===== config.mk =====
export PLATFORM = sky130hd
export DESIGN_NAME = seg_xlat_unit
export DESIGN_NICKNAME = d
export VERILOG_FILES = /design/src/rtl/seg_xlat_pkg.sv /design/src/rtl/seg_fetch_fsm.sv /design/src/rtl/seg_desc_bank.sv /design/src/rtl/seg_xlate_check.sv /design/src/rtl/seg_xlat_unit.sv
export SDC_FILE = /design/constraint.sdc
export NUM_CORES = 1
export LEC_CHECK = 0
export CORE_MARGIN = 1
export CORE_UTILIZATION = 45
export DETAILED_ROUTE_END_ITERATION = 8
export GPL_TIMING_DRIVEN = 0
export RECOVER_POWER = 100
export SYNTH_ARGS = -nofsm -noshare
export SYNTH_HDL_FRONTEND = slang
export SYNTH_SLANG_ARGS = --single-unit

===== constraint.sdc =====
create_clock -name clk -period 5.3 [get_ports clk]
set_input_delay 1.06 -clock clk [delete_from_list [all_inputs] [get_ports clk]]
set_output_delay 1.06 -clock clk [all_outputs]
set_load 0.05 [all_outputs]

===== src/rtl/seg_xlat_pkg.sv =====
package seg_xlat_pkg;

  localparam int ADDR_W   = 32;
  localparam int NUM_SEG  = 6;
  localparam int SEG_W    = 3;
  localparam int IDX_W    = 13;
  localparam int SEL_W    = IDX_W + 3;
  localparam int LIM_W    = 20;
  localparam int GRAN_SH  = ADDR_W - LIM_W;
  localparam int WR_BIT   = 20;
  localparam int PRES_BIT = 21;
  localparam int WORD_BYTES = 4;

  typedef struct packed {
    logic [ADDR_W-1:0] base;
    logic [LIM_W-1:0]  limit;
    logic              wr;
    logic              pres;
  } seg_desc_t;

  localparam seg_desc_t DESC_FLAT = '{base: '0, limit: '1, wr: 1'b1, pres: 1'b1};

  typedef enum logic [1:0] {
    FC_NONE   = 2'd0,
    FC_LIMIT  = 2'd1,
    FC_WPROT  = 2'd2,
    FC_BADSEG = 2'd3
  } fault_code_e;

endpackage


===== src/rtl/seg_fetch_fsm.sv =====
module seg_fetch_fsm
  import seg_xlat_pkg::*;
#(
  parameter int P_ADDR_W  = ADDR_W,
  parameter int P_NUM_SEG = NUM_SEG,
  parameter int P_SEG_W   = SEG_W,
  parameter int P_SEL_W   = SEL_W
) (
  input  logic                 clk,
  input  logic                 rst_n,
  input  logic [P_ADDR_W-1:0]  tbl_base,
  input  logic                 ld_valid,
  input  logic [P_SEG_W-1:0]   ld_seg,
  input  logic [P_SEL_W-1:0]   ld_sel,
  output logic                 ld_ready,
  output logic                 ld_done,
  output logic                 ld_fault,
  output logic                 busy,
  output logic [P_SEG_W-1:0]   busy_seg,
  output logic                 mem_req,
  output logic [P_ADDR_W-1:0]  mem_addr,
  input  logic                 mem_rvalid,
  input  logic [P_ADDR_W-1:0]  mem_rdata,
  output logic                 wr_en,
  output logic [P_SEG_W-1:0]   wr_seg,
  output seg_desc_t            wr_desc
);

  typedef enum logic [1:0] {F_IDLE, F_WORD0, F_WORD1} fstate_e;

  localparam int ENTRY_SH = 3;

  fstate_e               st_q, st_d;
  logic [P_SEG_W-1:0]    seg_q, seg_d;
  logic [P_ADDR_W-1:0]   addr_q, addr_d;
  logic [P_ADDR_W-1:0]   base_q, base_d;
  logic                  done_d, fault_d;
  logic                  done_q, fault_q;
  logic                  seg_bad;
  logic                  addr_en, base_en, seg_en;
  logic [P_SEL_W-1:0]    entry_off;

  assign entry_off = {ld_sel[P_SEL_W-1:ENTRY_SH], {ENTRY_SH{1'b0}}};
  assign seg_bad   = (32'(seg_q) >= P_NUM_SEG);

  always_comb begin
    st_d    = st_q;
    seg_d   = seg_q;
    addr_d  = addr_q;
    base_d  = base_q;
    done_d  = 1'b0;
    fault_d = 1'b0;
    wr_en   = 1'b0;
    addr_en = 1'b0;
    base_en = 1'b0;
    seg_en  = 1'b0;
    case (st_q)
      F_IDLE: begin
        if (ld_valid) begin
          st_d    = F_WORD0;
          seg_d   = ld_seg;
          seg_en  = 1'b1;
          addr_d  = tbl_base + P_ADDR_W'(entry_off);
          addr_en = 1'b1;
        end
      end
      F_WORD0: begin
        if (mem_rvalid) begin
          base_d  = mem_rdata;
          base_en = 1'b1;
          addr_d  = addr_q + P_ADDR_W'(WORD_BYTES);
          addr_en = 1'b1;
          st_d    = F_WORD1;
        end
      end
      F_WORD1: begin
        if (mem_rvalid) begin
          st_d    = F_IDLE;
          done_d  = 1'b1;
          fault_d = !mem_rdata[PRES_BIT] || seg_bad;
          wr_en   = mem_rdata[PRES_BIT] && !seg_bad;
        end
      end
      default: st_d = F_IDLE;
    endcase
  end

  always_comb begin
    wr_desc.base  = base_q;
    wr_desc.limit = mem_rdata[LIM_W-1:0];
    wr_desc.wr    = mem_rdata[WR_BIT];
    wr_desc.pres  = mem_rdata[PRES_BIT];
  end

  always_ff @(posedge clk or negedge rst_n) begin
    if (!rst_n) begin
      st_q    <= F_IDLE;
      seg_q   <= '0;
      addr_q  <= '0;
      base_q  <= '0;
      done_q  <= 1'b0;
      fault_q <= 1'b0;
    end else begin
      st_q    <= st_d;
      done_q  <= done_d;
      fault_q <= fault_d;
      if (seg_en)  seg_q  <= seg_d;
      if (addr_en) addr_q <= addr_d;
      if (base_en) base_q <= base_d;
    end
  end

  assign ld_ready = (st_q == F_IDLE);
  assign busy     = (st_q != F_IDLE);
  assign busy_seg = seg_q;
  assign mem_req  = (st_q != F_IDLE);
  assign mem_addr = addr_q;
  assign wr_seg   = seg_q;
  assign ld_done  = done_q;
  assign ld_fault = fault_q;

  a_r11_req_hold: assert property (@(posedge clk) disable iff (!rst_n)
    (mem_req && !mem_rvalid) |=> (mem_req && $stable(mem_addr)));

  a_r2_second_word: assert property (@(posedge clk) disable iff (!rst_n)
    (st_q == F_WORD0 && mem_rvalid) |=> (mem_addr == $past(mem_addr) + P_ADDR_W'(WORD_BYTES)));

  a_r7_fault_no_write: assert property (@(posedge clk) disable iff (!rst_n)
    (wr_en) |=> (ld_done && !ld_fault));

endmodule


===== src/rtl/seg_desc_bank.sv =====
module seg_desc_bank
  import seg_xlat_pkg::*;
#(
  parameter int P_NUM_SEG = NUM_SEG,
  parameter int P_SEG_W   = SEG_W
) (
  input  logic                clk,
  input  logic                rst_n,
  input  logic                wr_en,
  input  logic [P_SEG_W-1:0]  wr_seg,
  input  seg_desc_t           wr_desc,
  input  logic [P_SEG_W-1:0]  rd_seg,
  output seg_desc_t           rd_desc
);

  seg_desc_t regs [P_NUM_SEG];

  for (genvar g = 0; g < P_NUM_SEG; g++) begin : g_seg
    logic hit;
    assign hit = wr_en && (wr_seg == P_SEG_W'(g));
    always_ff @(posedge clk or negedge rst_n) begin
      if (!rst_n) begin
        regs[g] <= DESC_FLAT;
      end else if (hit) begin
        regs[g] <= wr_desc;
      end
    end
  end

  always_comb begin
    rd_desc = DESC_FLAT;
    for (int i = 0; i < P_NUM_SEG; i++) begin
      if (rd_seg == P_SEG_W'(i)) rd_desc = regs[i];
    end
  end

  a_r3_only_present_stored: assert property (@(posedge clk) disable iff (!rst_n)
    wr_en |-> wr_desc.pres);

endmodule


===== src/rtl/seg_xlate_check.sv =====
module seg_xlate_check
  import seg_xlat_pkg::*;
#(
  parameter int P_ADDR_W = ADDR_W
) (
  input  logic                clk,
  input  logic                rst_n,
  input  logic                acc,
  input  logic                seg_bad,
  input  seg_desc_t           desc,
  input  logic [P_ADDR_W-1:0] off,
  input  logic                write,
  output logic                res_ok,
  output logic                res_fault,
  output logic [1:0]          res_code,
  output logic [P_ADDR_W-1:0] res_lin
);

  logic [P_ADDR_W-1:0] eff_lim;
  logic                over, wprot;
  fault_code_e         code_d;
  logic                ok_d, fault_d;
  logic [P_ADDR_W-1:0] lin_d;

  logic                ok_q, fault_q;
  fault_code_e         code_q;
  logic [P_ADDR_W-1:0] lin_q;

  assign eff_lim = P_ADDR_W'({desc.limit, {GRAN_SH{1'b1}}});

  always_comb begin
    over  = (off > eff_lim);
    wprot = write && !desc.wr;
    if (seg_bad)    code_d = FC_BADSEG;
    else if (over)  code_d = FC_LIMIT;
    else if (wprot) code_d = FC_WPROT;
    else            code_d = FC_NONE;
    ok_d    = acc && (code_d == FC_NONE);
    fault_d = acc && (code_d != FC_NONE);
    lin_d   = desc.base + off;
  end

  always_ff @(posedge clk or negedge rst_n) begin
    if (!rst_n) begin
      ok_q    <= 1'b0;
      fault_q <= 1'b0;
      code_q  <= FC_NONE;
      lin_q   <= '0;
    end else begin
      ok_q    <= ok_d;
      fault_q <= fault_d;
      if (acc) begin
        code_q <= code_d;
        lin_q  <= lin_d;
      end
    end
  end

  assign res_ok    = ok_q;
  assign res_fault = fault_q;
  assign res_code  = code_q;
  assign res_lin   = lin_q;

  a_r5_ok_or_fault: assert property (@(posedge clk) disable iff (!rst_n)
    !(res_ok && res_fault));

  a_r4_result_follows_accept: assert property (@(posedge clk) disable iff (!rst_n)
    (res_ok || res_fault) |-> $past(acc));

endmodule


===== src/rtl/seg_xlat_unit.sv =====
module seg_xlat_unit
  import seg_xlat_pkg::*;
(
  input  logic              clk,
  input  logic              rst_n,
  input  logic [31:0]       tbl_base,
  input  logic              ld_valid,
  input  logic [2:0]        ld_seg,
  input  logic [15:0]       ld_sel,
  output logic              ld_ready,
  output logic              ld_done,
  output logic              ld_fault,
  input  logic              xl_valid,
  input  logic [2:0]        xl_seg,
  input  logic [31:0]       xl_off,
  input  logic              xl_write,
  output logic              xl_ready,
  output logic              res_ok,
  output logic              res_fault,
  output logic [1:0]        res_code,
  output logic [31:0]       res_lin,
  output logic              mem_req,
  output logic [31:0]       mem_addr,
  input  logic              mem_rvalid,
  input  logic [31:0]       mem_rdata
);

  logic             busy;
  logic [SEG_W-1:0] busy_seg;
  logic             wr_en;
  logic [SEG_W-1:0] wr_seg;
  seg_desc_t        wr_desc;
  seg_desc_t        rd_desc;
  logic             acc;
  logic             seg_bad;

  seg_fetch_fsm u_fetch (
    .clk        (clk),
    .rst_n      (rst_n),
    .tbl_base   (tbl_base),
    .ld_valid   (ld_valid),
    .ld_seg     (ld_seg),
    .ld_sel     (ld_sel),
    .ld_ready   (ld_ready),
    .ld_done    (ld_done),
    .ld_fault   (ld_fault),
    .busy       (busy),
    .busy_seg   (busy_seg),
    .mem_req    (mem_req),
    .mem_addr   (mem_addr),
    .mem_rvalid (mem_rvalid),
    .mem_rdata  (mem_rdata),
    .wr_en      (wr_en),
    .wr_seg     (wr_seg),
    .wr_desc    (wr_desc)
  );

  seg_desc_bank u_bank (
    .clk     (clk),
    .rst_n   (rst_n),
    .wr_en   (wr_en),
    .wr_seg  (wr_seg),
    .wr_desc (wr_desc),
    .rd_seg  (xl_seg),
    .rd_desc (rd_desc)
  );

  assign xl_ready = !(busy && (busy_seg == xl_seg));
  assign acc      = xl_valid && xl_ready;
  assign seg_bad  = (32'(xl_seg) >= NUM_SEG);

  seg_xlate_check u_check (
    .clk       (clk),
    .rst_n     (rst_n),
    .acc       (acc),
    .seg_bad   (seg_bad),
    .desc      (rd_desc),
    .off       (xl_off),
    .write     (xl_write),
    .res_ok    (res_ok),
    .res_fault (res_fault),
    .res_code  (res_code),
    .res_lin   (res_lin)
  );

  a_r9_badseg_code: assert property (@(posedge clk) disable iff (!rst_n)
    (res_fault && res_code == 2'd3) |-> ($past(xl_seg) >= 3'd6));

  a_r8_no_result_while_own_fetch: assert property (@(posedge clk) disable iff (!rst_n)
    (busy && xl_valid && xl_seg == busy_seg && !(res_ok || res_fault)) |=> !(res_ok || res_fault));

endmodule


==> results.cfg <==
[grt]
gr-usage-met1 = 0.349
track_usage = 0.259
grt.met3_usage = 0.0499
grt-ovfl-total = 0
grt_max_degree = 116
grtUsageMet2 = 0.422
grt_pass1_vias = 16798
grt_pass1_wl_um = 99000
gr-max-usage-layer = met2
antenna_found_initial = 5

[critical_path]
crit_path_max_incr_delay_ps = 700
crit_arrival_ps = 5550
critPathKind = in2reg
crit_path_frequent_cell = clkbuf_2
crit_fanout = 10
r2r_start = u_fetch.st_q[0]
critPathLaunchType = primary input
r2r_setup_slack_ps = 1280
endpoint_kind = flop
r2r_end = u_bank.regs[201]
crit_chain = dlygate4sd3_1 > clkbuf_2 > clkbuf_2 > o211ai_1 > a22oi_1 > ha_1 > a21o_1 > a221oi_2 > o221ai_2 > a31oi_1 > o21ai_2 > a211o_1 > a21oi_1 > xnor2_1 > o21ai_1
startpoint = xl_seg[2]
cp_data_required_time_ps = 5750
cpMaxStageDelayCell = dlygate4sd3_1
reg2regPathDepth = 6

[synth]
synth.top_cell.area_share = 0.339
ys_seq_elements = 425
synthFlopType = dfrtp_1
synthTopCellsByArea = dfrtp_1 34%, mux2_2 16%, dfstp_2 15%, mux4_2 5.3%, nand2_1 3.9%
syn-num-nets = 2095
synth_cells = 1904
yosysWarnings = 0
yosys.cell_types.count = 73
synthesis.area_um2 = 22100
synthTopCellsByCount = 317 x mux2_2, 299 x dfrtp_1, 228 x nand2_1
synth.most_common_cell = mux2_2
syn_area_per_cell_um2 = 11.6
yosys.area.top_type = dfrtp_1
async_reset_ff_frac = 1.00
synth_enable_flop_cells = 0
ys_seq_area_frac = 0.489

[clock_tree]
cts_root_buf = clkbuf_16
path_clk_slew_ps = 60
post_cts_buffers = 0
cts_made_buffers = 47
clkSinkCount = 425
cts_hold_buf = 0
clk_latency_ps = 580
clock_path_buffers = 3
htreeDepth = 2
cts_tree = built

[sta]
fin_setup_tns_ps = 0
min_period_over_period = 0.963
relSlewSlack = -0.897
fmax_mhz = 196
rsz0062_at_grt = no
worstMarginPinSlew_ps = 2850
slew_violations = 243
final-setup-viol-count = 0
hold_viol_final = 0
fin_skew_ps = 16.3
post-route-min-period_ps = 5100

[route]
drc_errors = 0
wire_per_inst_um = 22.7
vias_per_cell = 5.94
drtIter0Drc = 1203
drt_wl_total_um = 63600
vias = 16626
antenna_left = 0
drtPass1Iterations = 6

[pwr]
total_power_mw = 13.8
p_leak_nw = 11.6
ir_worst_vdd_uv = 346
powerDensity_nw_per_um2 = 522

[finish]
final_util = 0.550
nets = 2338
multiInputGateArea_um2 = 10700
syn_to_final_growth_pct = 19.7
seq_area_um2 = 10800
drive_gt1_frac = 0.277
fill_cells = 4160

[die]
die_h_um = 223
die-area_um2 = 49900
start_util = 0.459
dieWidth_um = 223
num_rows = 80
io-pin-count = 197
core_um2 = 48000

[outcome]
violations = capacitance limit, slew limit
status = finished, violations left

[place]
gp_congestion = 0.918
port-buffer-count = 191
place.detailed.hpwl_um = 46300

[hold_path]
hold_path_end = u_check.res_lin[12]
min_from = u_check.res_lin[12]
min_path_type = reg2reg
hold_depth = 2

[job]
max_cap_viol_count = 3
## metrics by stage
stage / hold WS (ps) / instance area (µm²) / cells / worst slack (ps)
after detailed placement: 470 / 24800 / 2713 / -865
after global placement: 465 / 24700 / 2710 / -15450
after global routing: 499 / 26400 / 2798 / 6.45
final: 473 / 26400 / 2799 / 198
after CTS: 483 / 26500 / 2797 / 12.0
after floorplan: 474 / 22100 / 1904 / 621
## cells in the final DEF (no fill, tap or decap), types with 7 or more instances in the layout
master / Yosys / final
xor2_1: 12 / 12
o211ai_1: 36 / 36
a22oi_1: 52 / 52
a21o_1: 18 / 18
nor4_1: 8 / 9
o21ai_0: 78 / 80
clkinv_2: 0 / 7
clkbuf_2: 1 / 13
a21oi_1: 105 / 106
dlygate4sd3_1: 0 / 78
clkdlybuf4s50_1: 0 / 112
clkbuf_16: 0 / 50
a31oi_1: 6 / 7
dfrtp_1: 299 / 299
nand4_1: 18 / 18
clkbuf_1: 85 / 103
inv_1: 29 / 29
dfstp_2: 126 / 126
mux4_2: 52 / 52
nor3_1: 20 / 20
a211oi_1: 11 / 10
xnor2_1: 37 / 37
mux2_2: 317 / 317
ha_1: 65 / 65
nand2_1: 228 / 228
and3_1: 15 / 15
clkbuf_8: 0 / 8
nand3_1: 32 / 32
nor2_1: 61 / 61
o22ai_1: 53 / 53
o21a_1: 9 / 9
## cell type report
type / count / share of cell area
flip-flops and latches: 425 / 0.409
multi-input cells: 1330 / 0.404
repair buffers: 194 / 0.0738
clock buffers: 67 / 0.0528
well taps: 615 / 0.0291
plain buffers: 119 / 0.0181
clock inverters: 17 / 0.00905
inverters: 30 / 0.00426
diodes: 2 / 0.000190
## state kept, by name, summed over array words and instances, names as in the netlist
register,count
u_fetch.ld_done,1
u_check.res_ok,1
u_fetch.ld_fault,1
u_check.res_code,2
u_fetch.base_q,32
u_check.res_fault,1
u_fetch.mem_addr,32
u_check.res_lin,32
u_bank.regs,318
u_fetch.st_q,2
u_fetch.busy_seg,3
## cell families (layout without fill, tap and decap cells)
| group | count (synthesis) | in the layout | synth area share |
|---|---|---|---|
| other | 0 | 2 | 0 |
| muxes | 377 | 377 | 0.219 |
| buffers and inverters | 149 | 427 | 0.0265 |
| adders and majority gates | 67 | 67 | 0.0387 |
| and+or+nand+nor | 414 | 414 | 0.0842 |
| xor gates and xnor gates | 49 | 49 | 0.0195 |
| AOI/OAI and AO/OA | 423 | 423 | 0.123 |
| DFF | 425 | 425 | 0.489 |
## layer usage
layer | up-vias | part of all wire
li1 | 7523 | -
met2 | 542 | 0.47
met5 | - | 0.00063
met1 | 8427 | 0.44
met4 | 6 | 0.027
met3 | 128 | 0.061
## power breakdown
| group | total, mW | internal [mW] | switching [mW] |
|---|---|---|---|
| registers | 5.62 | 4.68 | 0.941 |
| clock network | 3.46 | 2.12 | 1.34 |
| logic | 4.71 | 2.01 | 2.70 |
| total | 13.8 | 8.80 | 4.98 |
## worst max-delay path by stage
stage / end / slack [ps]
6_report: u_check.res_lin[19] / 200
5_1_grt: u_check.res_ok / 6
4_1_cts: u_check.res_ok / 10
3_5_place_dp: u_check.res_ok / -870
3_3_place_gp: u_fetch.mem_addr[3] / -15450
2_1_floorplan: u_check.res_ok / 620
## critical path: cells and delay by family
family	cells	cell delay [ps]
xor gates and xnor gates	1	150
adders and majority gates	1	350
AOI/OAI and AO/OA	10	2560
buffers and inverters	3	1430
## timing repair
action | CTS | global route
setup endpoints to repair | 8 | 13
gates resized for setup | 6 | 19
hold endpoints to repair | 0 | 0
Note: power is estimated with default switching activity, not from simulation.
